**src/rtl/pwtx_pkg.sv**
```systemverilog
package pwtx_pkg;

    typedef enum logic [2:0] {
        ST_CHARGE,
        ST_IDLE,
        ST_PAUSE,
        ST_HOLD,
        ST_TAIL
    } pwtx_state_e;

    typedef struct packed {
        pwtx_state_e state;
        logic        carrier;
        logic        air;
        logic        done;
        logic        step;
    } pwtx_regs_t;

endpackage

```
**src/rtl/pwtx_phase_timer.sv**
```systemverilog
module pwtx_phase_timer #(
    parameter int CNT_W = 11
) (
    input  logic             clk,
    input  logic             rst_n,
    input  logic             tick_en,
    input  logic             clear,
    input  logic [CNT_W-1:0] limit_m1,
    output logic             expire
);
    logic [CNT_W-1:0] cnt_d, cnt_q;

    // expire marks the tick that completes the current phase
    assign expire = tick_en && (cnt_q == limit_m1);

    always_comb begin
        cnt_d = cnt_q;
        if (clear)
            cnt_d = '0;
        else if (tick_en)
            cnt_d = cnt_q + CNT_W'(1);
    end

    always_ff @(posedge clk) begin
        if (!rst_n)
            cnt_q <= '0;
        else
            cnt_q <= cnt_d;
    end
endmodule

```
**src/rtl/pwtx_shifter.sv**
```systemverilog
module pwtx_shifter #(
    parameter int DATA_W = 32,
    parameter int LEN_W  = 6
) (
    input  logic              clk,
    input  logic              rst_n,
    input  logic              load,
    input  logic              advance,
    input  logic [DATA_W-1:1] rest_in,
    input  logic [LEN_W-1:0]  nbits_in,
    output logic              next_bit,
    output logic              last,
    output logic              empty_req
);
    localparam int LEFT_W = $clog2(DATA_W + 1);

    typedef struct packed {
        logic [DATA_W-2:0] bits;
        logic [LEFT_W-1:0] left;
    } sh_t;

    sh_t              d, q;
    logic [LEFT_W-1:0] eff_len;

    // length request clamped to the register width
    always_comb begin
        if (int'(nbits_in) > DATA_W)
            eff_len = LEFT_W'(DATA_W);
        else
            eff_len = LEFT_W'(nbits_in);
    end

    assign empty_req = (nbits_in == '0);
    assign next_bit  = q.bits[0];
    assign last      = (q.left == LEFT_W'(1));

    always_comb begin
        d = q;
        if (load) begin
            d.bits = rest_in;
            d.left = eff_len;
        end else if (advance) begin
            d.bits = q.bits >> 1;
            d.left = q.left - LEFT_W'(1);
        end
    end

    always_ff @(posedge clk) begin
        if (!rst_n)
            q <= '0;
        else
            q <= d;
    end
endmodule

```
**src/rtl/pwtx_gap_timer.sv**
```systemverilog
module pwtx_gap_timer #(
    parameter int GAP_W = 16
) (
    input  logic             clk,
    input  logic             rst_n,
    input  logic             tick_en,
    input  logic             clear,
    output logic [GAP_W-1:0] count
);
    logic [GAP_W-1:0] gap_d, gap_q;

    assign count = gap_q;

    always_comb begin
        gap_d = gap_q;
        if (clear)
            gap_d = '0;
        else if (tick_en)
            gap_d = gap_q + GAP_W'(1);
    end

    always_ff @(posedge clk) begin
        if (!rst_n)
            gap_q <= '0;
        else
            gap_q <= gap_d;
    end
endmodule

```
**src/rtl/pw_frame_tx.sv**
```systemverilog
module pw_frame_tx
    import pwtx_pkg::*;
#(
    parameter int DATA_W       = 32,
    parameter int LEN_W        = 6,
    parameter int GAP_W        = 16,
    parameter int PAUSE_TICKS  = 30,
    parameter int ONE_TICKS    = 150,
    parameter int ZERO_TICKS   = 90,
    parameter int CHARGE_TICKS = 1500
) (
    input  logic              clk,
    input  logic              rst_n,
    input  logic              start,
    input  logic [DATA_W-1:0] data,
    input  logic [LEN_W-1:0]  nbits,
    input  logic              tick_en,
    input  logic              ks_bit,
    output logic              ks_step,
    output logic              carrier_on,
    output logic              busy,
    output logic              done,
    output logic [GAP_W-1:0]  gap_ticks
);
    localparam int MAX_TICKS  = (CHARGE_TICKS > ONE_TICKS) ? CHARGE_TICKS : ONE_TICKS;
    localparam int CNT_W      = $clog2(MAX_TICKS + 1);
    localparam logic [CNT_W-1:0] LIM_CHARGE = CNT_W'(CHARGE_TICKS - 1);
    localparam logic [CNT_W-1:0] LIM_PAUSE  = CNT_W'(PAUSE_TICKS - 1);
    localparam logic [CNT_W-1:0] LIM_ONE    = CNT_W'(ONE_TICKS - PAUSE_TICKS - 1);
    localparam logic [CNT_W-1:0] LIM_ZERO   = CNT_W'(ZERO_TICKS - PAUSE_TICKS - 1);

    pwtx_regs_t       d, q;
    logic             expire, tclr;
    logic [CNT_W-1:0] lim_m1;
    logic             load, adv, gap_clr;
    logic             next_bit, last, empty_req;

    pwtx_phase_timer #(.CNT_W(CNT_W)) u_phase (
        .clk      (clk),
        .rst_n    (rst_n),
        .tick_en  (tick_en),
        .clear    (tclr),
        .limit_m1 (lim_m1),
        .expire   (expire)
    );

    pwtx_shifter #(.DATA_W(DATA_W), .LEN_W(LEN_W)) u_shift (
        .clk       (clk),
        .rst_n     (rst_n),
        .load      (load),
        .advance   (adv),
        .rest_in   (data[DATA_W-1:1]),
        .nbits_in  (nbits),
        .next_bit  (next_bit),
        .last      (last),
        .empty_req (empty_req)
    );

    pwtx_gap_timer #(.GAP_W(GAP_W)) u_gap (
        .clk     (clk),
        .rst_n   (rst_n),
        .tick_en (tick_en),
        .clear   (gap_clr),
        .count   (gap_ticks)
    );

    always_comb begin
        d       = q;
        d.done  = 1'b0;
        d.step  = 1'b0;
        load    = 1'b0;
        adv     = 1'b0;
        gap_clr = 1'b0;
        lim_m1  = LIM_PAUSE;
        unique case (q.state)
            ST_CHARGE: begin
                d.carrier = 1'b1;
                lim_m1    = LIM_CHARGE;
                if (expire)
                    d.state = ST_IDLE;
            end
            ST_IDLE: begin
                if (start) begin
                    load      = 1'b1;
                    d.carrier = 1'b0;
                    d.air     = data[0] ^ ks_bit;
                    d.state   = empty_req ? ST_TAIL : ST_PAUSE;
                end
            end
            ST_PAUSE: begin
                lim_m1 = LIM_PAUSE;
                if (expire) begin
                    d.carrier = 1'b1;
                    d.step    = 1'b1;
                    d.state   = ST_HOLD;
                end
            end
            ST_HOLD: begin
                lim_m1 = q.air ? LIM_ONE : LIM_ZERO;
                if (expire) begin
                    d.carrier = 1'b0;
                    if (last) begin
                        d.state = ST_TAIL;
                    end else begin
                        adv     = 1'b1;
                        d.air   = next_bit ^ ks_bit;
                        d.state = ST_PAUSE;
                    end
                end
            end
            ST_TAIL: begin
                lim_m1 = LIM_PAUSE;
                if (expire) begin
                    d.carrier = 1'b1;
                    d.done    = 1'b1;
                    gap_clr   = 1'b1;
                    d.state   = ST_IDLE;
                end
            end
            default: d.state = ST_IDLE;
        endcase
        // every phase change restarts the tick count
        tclr = (d.state != q.state);
    end

    always_ff @(posedge clk) begin
        if (!rst_n) begin
            q         <= '0;
            q.state   <= ST_CHARGE;
        end else begin
            q <= d;
        end
    end

    assign carrier_on = q.carrier;
    assign ks_step    = q.step;
    assign done       = q.done;
    assign busy       = (q.state != ST_IDLE);
endmodule

```
**config.mk**
```make
export PLATFORM = sky130hd
export DESIGN_NAME = pw_frame_tx
export DESIGN_NICKNAME = d
export VERILOG_FILES = /design/src/rtl/pwtx_pkg.sv /design/src/rtl/pwtx_phase_timer.sv /design/src/rtl/pwtx_shifter.sv /design/src/rtl/pwtx_gap_timer.sv /design/src/rtl/pw_frame_tx.sv
export SDC_FILE = /design/constraint.sdc
export NUM_CORES = 1
export LEC_CHECK = 0
export BUFFER_PORTS_ARGS = -buffer_cell sky130_fd_sc_hd__buf_2
export CAP_MARGIN = 0
export CORE_ASPECT_RATIO = 1.2
export CORE_MARGIN = 2
export CORE_UTILIZATION = 45
export CTS_BUF_LIST = sky130_fd_sc_hd__clkbuf_2 sky130_fd_sc_hd__clkbuf_4 sky130_fd_sc_hd__clkbuf_8
export DETAILED_ROUTE_END_ITERATION = 8
export HOLD_SLACK_MARGIN = 0.12
export PLACE_DENSITY = 0.74
export SLEW_MARGIN = 15
export SYNTH_ARGS = -nofsm -noshare
export SYNTH_HDL_FRONTEND = slang
export SYNTH_HIERARCHICAL = 1
export SYNTH_SLANG_ARGS = --single-unit
```
**constraint.sdc**
```tcl
create_clock -name clk -period 8.8 [get_ports clk]
set_input_delay 0.44 -clock clk [delete_from_list [all_inputs] [get_ports clk]]
set_output_delay 0.44 -clock clk [all_outputs]
set_load 0.01 [all_outputs]
```
# Word level (Yosys, flattened, before mapping)
# Index checks and enable logic that the tools add are counted.
dict set report word_totals {
  in_bits 43
  elab_cells 63
  out_inout_bits 20
  reg_bits 71
}
dict set report classes {
  eq_ne 13
  order_cmp 1
  bitwise 3
  reduce_logical 11
  muxes 23
  n_addsub 3
}
# operator n
set ops {}
lappend ops {{2-to-1 mux 37 bit} 2}
lappend ops {{case mux 11 bit (2 select lines)} 1}
lappend ops {{adder 16 x 1 -> 16 bit (second input constant)} 1}
lappend ops {{case mux 3 bit (5 select lines)} 1}
lappend ops {{adder 11 x 1 -> 11 bit (second input constant)} 1}
lappend ops {{== test 11 bit} 1}
lappend ops {{2-to-1 mux 5 bit} 2}
lappend ops {{inequality test 2 bit (second input constant)} 5}
lappend ops {{2-to-1 mux 3 bit} 3}
lappend ops {{2-to-1 mux 1 bit} 8}
lappend ops {{2-to-1 mux 4 bit} 2}
lappend ops {{2-to-1 mux 7 bit} 1}
lappend ops {{== test 3 x 2 -> 1 bit (second input constant)} 2}
lappend ops {{== test 6 x 1 -> 1 bit (second input constant)} 1}
lappend ops {{> comparator 6 bit (second input constant)} 1}
lappend ops {{zero test 6 bit} 1}
lappend ops {{2-to-1 mux 6 bit} 1}
lappend ops {{subtractor 6 x 1 -> 6 bit (second input constant)} 1}
lappend ops {{case mux 1 bit (5 select lines)} 1}
lappend ops {{AND reduction 5 bit} 1}
lappend ops {{nonzero test 5 bit} 1}
lappend ops {{AND reduction 4 bit} 1}
lappend ops {{nonzero test 2 bit} 2}
lappend ops {{OR reduction 2 bit} 2}
lappend ops {{other kinds (10)} 11}

# Logic depth before layout (Yosys ltp)
dict set report logic_depth {
  depth_word 8
  ltp_mapped 15
  depth_no_buf 12
}

# Hierarchy
# Netlist, hierarchy kept.
# module seq_area_each_um2 cells_per_inst area_per_inst_um2 instances
set modules_own_cells {}
lappend modules_own_cells {pwtx_shifter 740.7 212 1826.8 1}
lappend modules_own_cells {pwtx_gap_timer 320.3 82 708.2 1}
lappend modules_own_cells {pwtx_phase_timer 220.2 72 635.6 1}
lappend modules_own_cells {pw_frame_tx 140.1 66 504.2 1}

# Worst setup path after synthesis
# Ideal clock, no wire load.
dict set report synth_path {
  path_type {register -> register}
  startpoint {register q[4] (netlist name)}
  endpoint {register u_shift/q[4] (netlist bit)}
  t_required_ps 8678
  setup_time_ps 122
  arrival_ps 2671
  n_path_buf 3
  path_stages_with_launch 14
  slack_ps 6008
  period_less_slack_ps 2792
  cell_sequence {dfxtp_1 > or2_1 > clkbuf_1 > nor2_1 > xnor2_1 > nand4_1 > nor3_1 > buf_2 > nand2b_1 > nor3_1 > buf_2 > nand2_1 > o31a_2 > o311a_1}
}
# item line_no
set synth_rtl {}
lappend synth_rtl {{end signal, assigned} pwtx_shifter.sv:50} ;# q <= '0;
lappend synth_rtl {{end signal, assigned} pwtx_shifter.sv:52} ;# q <= d;
lappend synth_rtl {{end, declared} pwtx_shifter.sv:22} ;# sh_t d, q;

==> impl_metrics.env <==
export IMPL_regArea_um2=1421
export IMPL_remaining_drc_errors=0
export IMPL_ioPinCount=63
export IMPL_place_area_um2=4023
export IMPL_cp_data_required_time_ns=9.04
export IMPL_setup_violations=0
export IMPL_drv_slew=0
export IMPL_cts_buffers=9
export IMPL_ys_warn_count=6
export IMPL_hold_start="data[31]"
export IMPL_cts_resized=0
export IMPL_internal_power_mw=0.4739
export IMPL_status="finished, final reports clean"
export IMPL_synthDistinctLibCells=58
export IMPL_path_class="register to register"
export IMPL_min_path_type="input pin to register"
export IMPL_initial_core_util_pct=45.83
export IMPL_pwr_share_clk_pct=42.5
export IMPL_core_area_um2=8018
export IMPL_ys_seq_area_share_pct=38.68
export IMPL_fmax_mhz=239.0
export IMPL_finalCritPeriodShare_pct=47.54
export IMPL_slew_limit_headroom_pct=27.33
export IMPL_crit_chain="nand2_1 -> o21ai_0 -> nand2_1 -> xnor2_1 -> nand4_1 -> nor3_1 -> nand2b_1 -> nor3_2 -> buf_4 -> nand2_1 -> o31a_2 -> o311a_1"
export IMPL_ys_seq_elements=71
export IMPL_syn_to_final_growth_pct=14.78
export IMPL_tns_ns=0
export IMPL_finalCriticalPeriod_ns=4.184
export IMPL_dieArea_um2=8908
export IMPL_hold_path_cell_count=3
export IMPL_antenna_cells=0
export IMPL_cts_sinks=71
export IMPL_grt_max_degree=75
export IMPL_portBuffers=62
export IMPL_synthCells=432
export IMPL_cts_buffer_depth=2
export IMPL_cts_tree="built"
export IMPL_rows=36
export IMPL_wire_per_inst_um=12.68
export IMPL_via_count=3114
export IMPL_root_buffer="clkbuf_8"
export IMPL_synth_top_flop_cell="dfxtp_1"
export IMPL_rsz0062_at_grt="false"
export IMPL_dpl_hpwl_um=5038
export IMPL_cts_clk_slew_worst_paths_ns=0.08
export IMPL_critical_path_slowest_cell="nor3_1"
export IMPL_cap_violations=0
export IMPL_synth_area_um2=3675
export IMPL_start_kind="register"
export IMPL_p_sw_share_pct=23.10
export IMPL_comb_power_share_pct=4.6
export IMPL_gp_congestion=0.8827
export IMPL_cpPeakStageDelay_ns=0.88
export IMPL_fp_dieW_um=86.50
export IMPL_arrival_ns=4.43
export IMPL_layout_drive_gt1_share_pct=19.26
export IMPL_regToRegSetupSlack_ns=4.62
export IMPL_ctsHtreeMaxLevel=3
export IMPL_path_max_fanout=37
export IMPL_antenna_found_initial=0
export IMPL_grt_overflow_total=0
export IMPL_p_seq_share_pct=52.9
export IMPL_hold_slack_ns=0.3429
export IMPL_grt_pass1_vias=2810
export IMPL_p_leak_nw=1.576
export IMPL_fin_ws_ns=4.616
export IMPL_cts_setup_buffers=0
export IMPL_design_area_um2=4218
export IMPL_postRouteAntennaNets=0
export IMPL_p_switching_mw=0.1424
export IMPL_grt_pass1_wl_um=12360
export IMPL_die_h_um=103.0
export IMPL_reg2regPathDepth=12
export IMPL_hold_end="u_shift/q[36]$_SDFFE_PN0P_"
export IMPL_crit_path_frequent_cell="nand2_1"
export IMPL_wl_um=7391
export IMPL_async_flop_share_pct=0
export IMPL_track_usage_pct=17.21
export IMPL_rr_endpoint="u_shift/q[4]$_SDFFE_PN0P_"
export IMPL_peakVddDrop_uv=83.42
export IMPL_critPathCaptureType="register"
export IMPL_dr_pass1_iters=4
export IMPL_power_mw=0.6163
export IMPL_avgSynthCellArea_um2=8.506
export IMPL_drt_iter0_markers=161
export IMPL_clock_skew_ns=0.01053
export IMPL_reg2reg_from="q[4]$_SDFF_PN0_"
export IMPL_multiInputGateArea_um2=2101
export IMPL_hold_viol=0
export IMPL_cts_hold_buf=0
export IMPL_clk_latency_ns=0.35
export IMPL_nFillCells=766
export IMPL_p_per_area_nw_per_um2=146.1
export IMPL_worst_pin_slew_ns=1.082
export IMPL_nNetsFinal=531
export IMPL_via_per_inst=5.341
export IMPL_synth_edf_count=0
export IMPL_dpl_worst_slack_ns=4.670
==> sequential cells by signal, summed over array words and instances (netlist names) <==
| signal | count |
|---|---|
| u_shift/q | 36 |
| u_gap/count | 16 |
| carrier_on | 1 |
| u_phase/cnt_q | 11 |
| ks_step | 1 |
| u_shift/next_bit | 1 |
| q | 4 |
| done | 1 |
==> cell type report <==
class / instances / area share, %
multi-input combinational: 323 / 49.81
sequential: 71 / 33.70
timing repair buffer: 64 / 7.713
clock buffer: 10 / 3.263
tap: 95 / 2.818
clock inverter: 5 / 1.365
inverter: 15 / 1.335
==> critical path: cells and delay by family (launching register included) <==
kind                   cells  cell delay [ns]
AO/OA/AOI/OAI              3             0.84
XOR/XNOR                   1             0.14
buffers and inverters      1             0.49
flip-flops                 1             0.64
AND/OR/NAND/NOR            7             1.94
==> Yosys cell counts (4+ instances only) <==
library cell  instances  area, um2
a21oi_1              14      70.07
inv_1                13      48.80
nor2_1               25      93.84
nand2_1              50      187.7
o21ai_0              39      195.2
o31ai_1               4      30.03
xnor2_1              23      201.4
nand4_1               8      50.05
xor2_1                7      61.31
nand2b_1              9      56.30
ha_1                  4      50.05
dfxtp_1              71       1421
nor2b_1               4      25.02
and2_1               32      200.2
or4_1                 5      37.54
nand3_1               5      25.02
nor4_1                6      37.54
nor3_1                9      45.04
mux2i_1              34      340.3
clkbuf_1             14      52.55
buf_2                 6      30.03
==> layer usage <==
layer  vias to the layer above  wire, um  track usage [%]
met1                      1417      3289            21.45
met3                        13       423            4.163
met2                        85      3584            27.87
li1                       1599         -                -
met4                         0        94            8.413
met5                         -         0                0
==> layout by cell type (no fill, tap or decap), types with 2 or more instances in the layout <==
master	netlist	final
clkinv_2	0	2
conb_1	2	3
a21oi_1	14	14
nand4_1	8	8
o31ai_1	4	4
o211a_1	2	2
or4_1	5	5
nand2_1	50	50
dfxtp_1	71	71
and2_1	32	32
mux2i_1	34	34
xor2_1	7	7
inv_2	2	2
o22ai_1	2	2
buf_4	2	2
nor2b_1	4	4
ha_1	4	4
nor3_2	1	2
nor2_1	25	24
or3_1	2	2
inv_1	13	13
nand3_1	5	5
nand2b_1	9	9
a31oi_1	3	3
nor3_1	9	8
o21ai_0	39	39
o31a_1	2	2
nor3b_1	3	3
o21a_1	2	2
clkbuf_8	0	10
o311a_1	2	2
nor4_1	6	6
buf_2	6	62
xnor2_1	23	23
==> per-stage QoR <==
stage / std cells / util [%]
after global routing: 583 / 52.61
after detailed placement: 568 / 50.17
after CTS: 583 / 52.61
after global placement: 568 / 50.17
after floorplan: 433 / -
final: 583 / 52.61
==> cell families (layout without fill, tap and decap cells) <==
family / Yosys count / in the layout / share of synthesized area [%]
AOI/OAI and AO/OA: 82 / 82 / 13.76
xor gates and xnor gates: 30 / 30 / 7.150
adders and majority gates: 4 / 4 / 1.362
buffers and inverters: 39 / 94 / 4.596
DFF: 71 / 71 / 38.68
muxes: 34 / 34 / 9.261
other: 2 / 3 / 0.2044
and+or+nand+nor: 170 / 170 / 24.99
==> power by group through the flow <==
| stage | clock network (mW) | logic, mW | registers, mW |
|---|---|---|---|
| after global routing | 0.283 | 0.0315 | 0.327 |
| after global placement | 0 | 0.0278 | 0.334 |
| after detailed placement | 0 | 0.0281 | 0.334 |
| final | 0.262 | 0.0283 | 0.326 |
| after CTS | 0.268 | 0.0284 | 0.326 |
| after floorplan | 0 | 0.0127 | 0.334 |
==> worst max-delay path by stage <==
stage | startpoint | endpoint | slack [ns] | cells after the start
2_1_floorplan | q[4]$_SDFF_PN0_ | u_shift/q[4]$_SDFFE_PN0P_ | 6.01 | 13
3_3_place_gp | q[4]$_SDFF_PN0_ | u_shift/q[4]$_SDFFE_PN0P_ | 4.86 | 12
3_5_place_dp | q[4]$_SDFF_PN0_ | u_shift/q[4]$_SDFFE_PN0P_ | 4.67 | 12
4_1_cts | q[4]$_SDFF_PN0_ | u_shift/q[4]$_SDFFE_PN0P_ | 4.65 | 12
5_1_grt | q[4]$_SDFF_PN0_ | u_shift/q[4]$_SDFFE_PN0P_ | 4.08 | 12
6_report | q[4]$_SDFF_PN0_ | u_shift/q[4]$_SDFFE_PN0P_ | 4.62 | 12
Note: power is estimated with default switching activity, not from simulation.
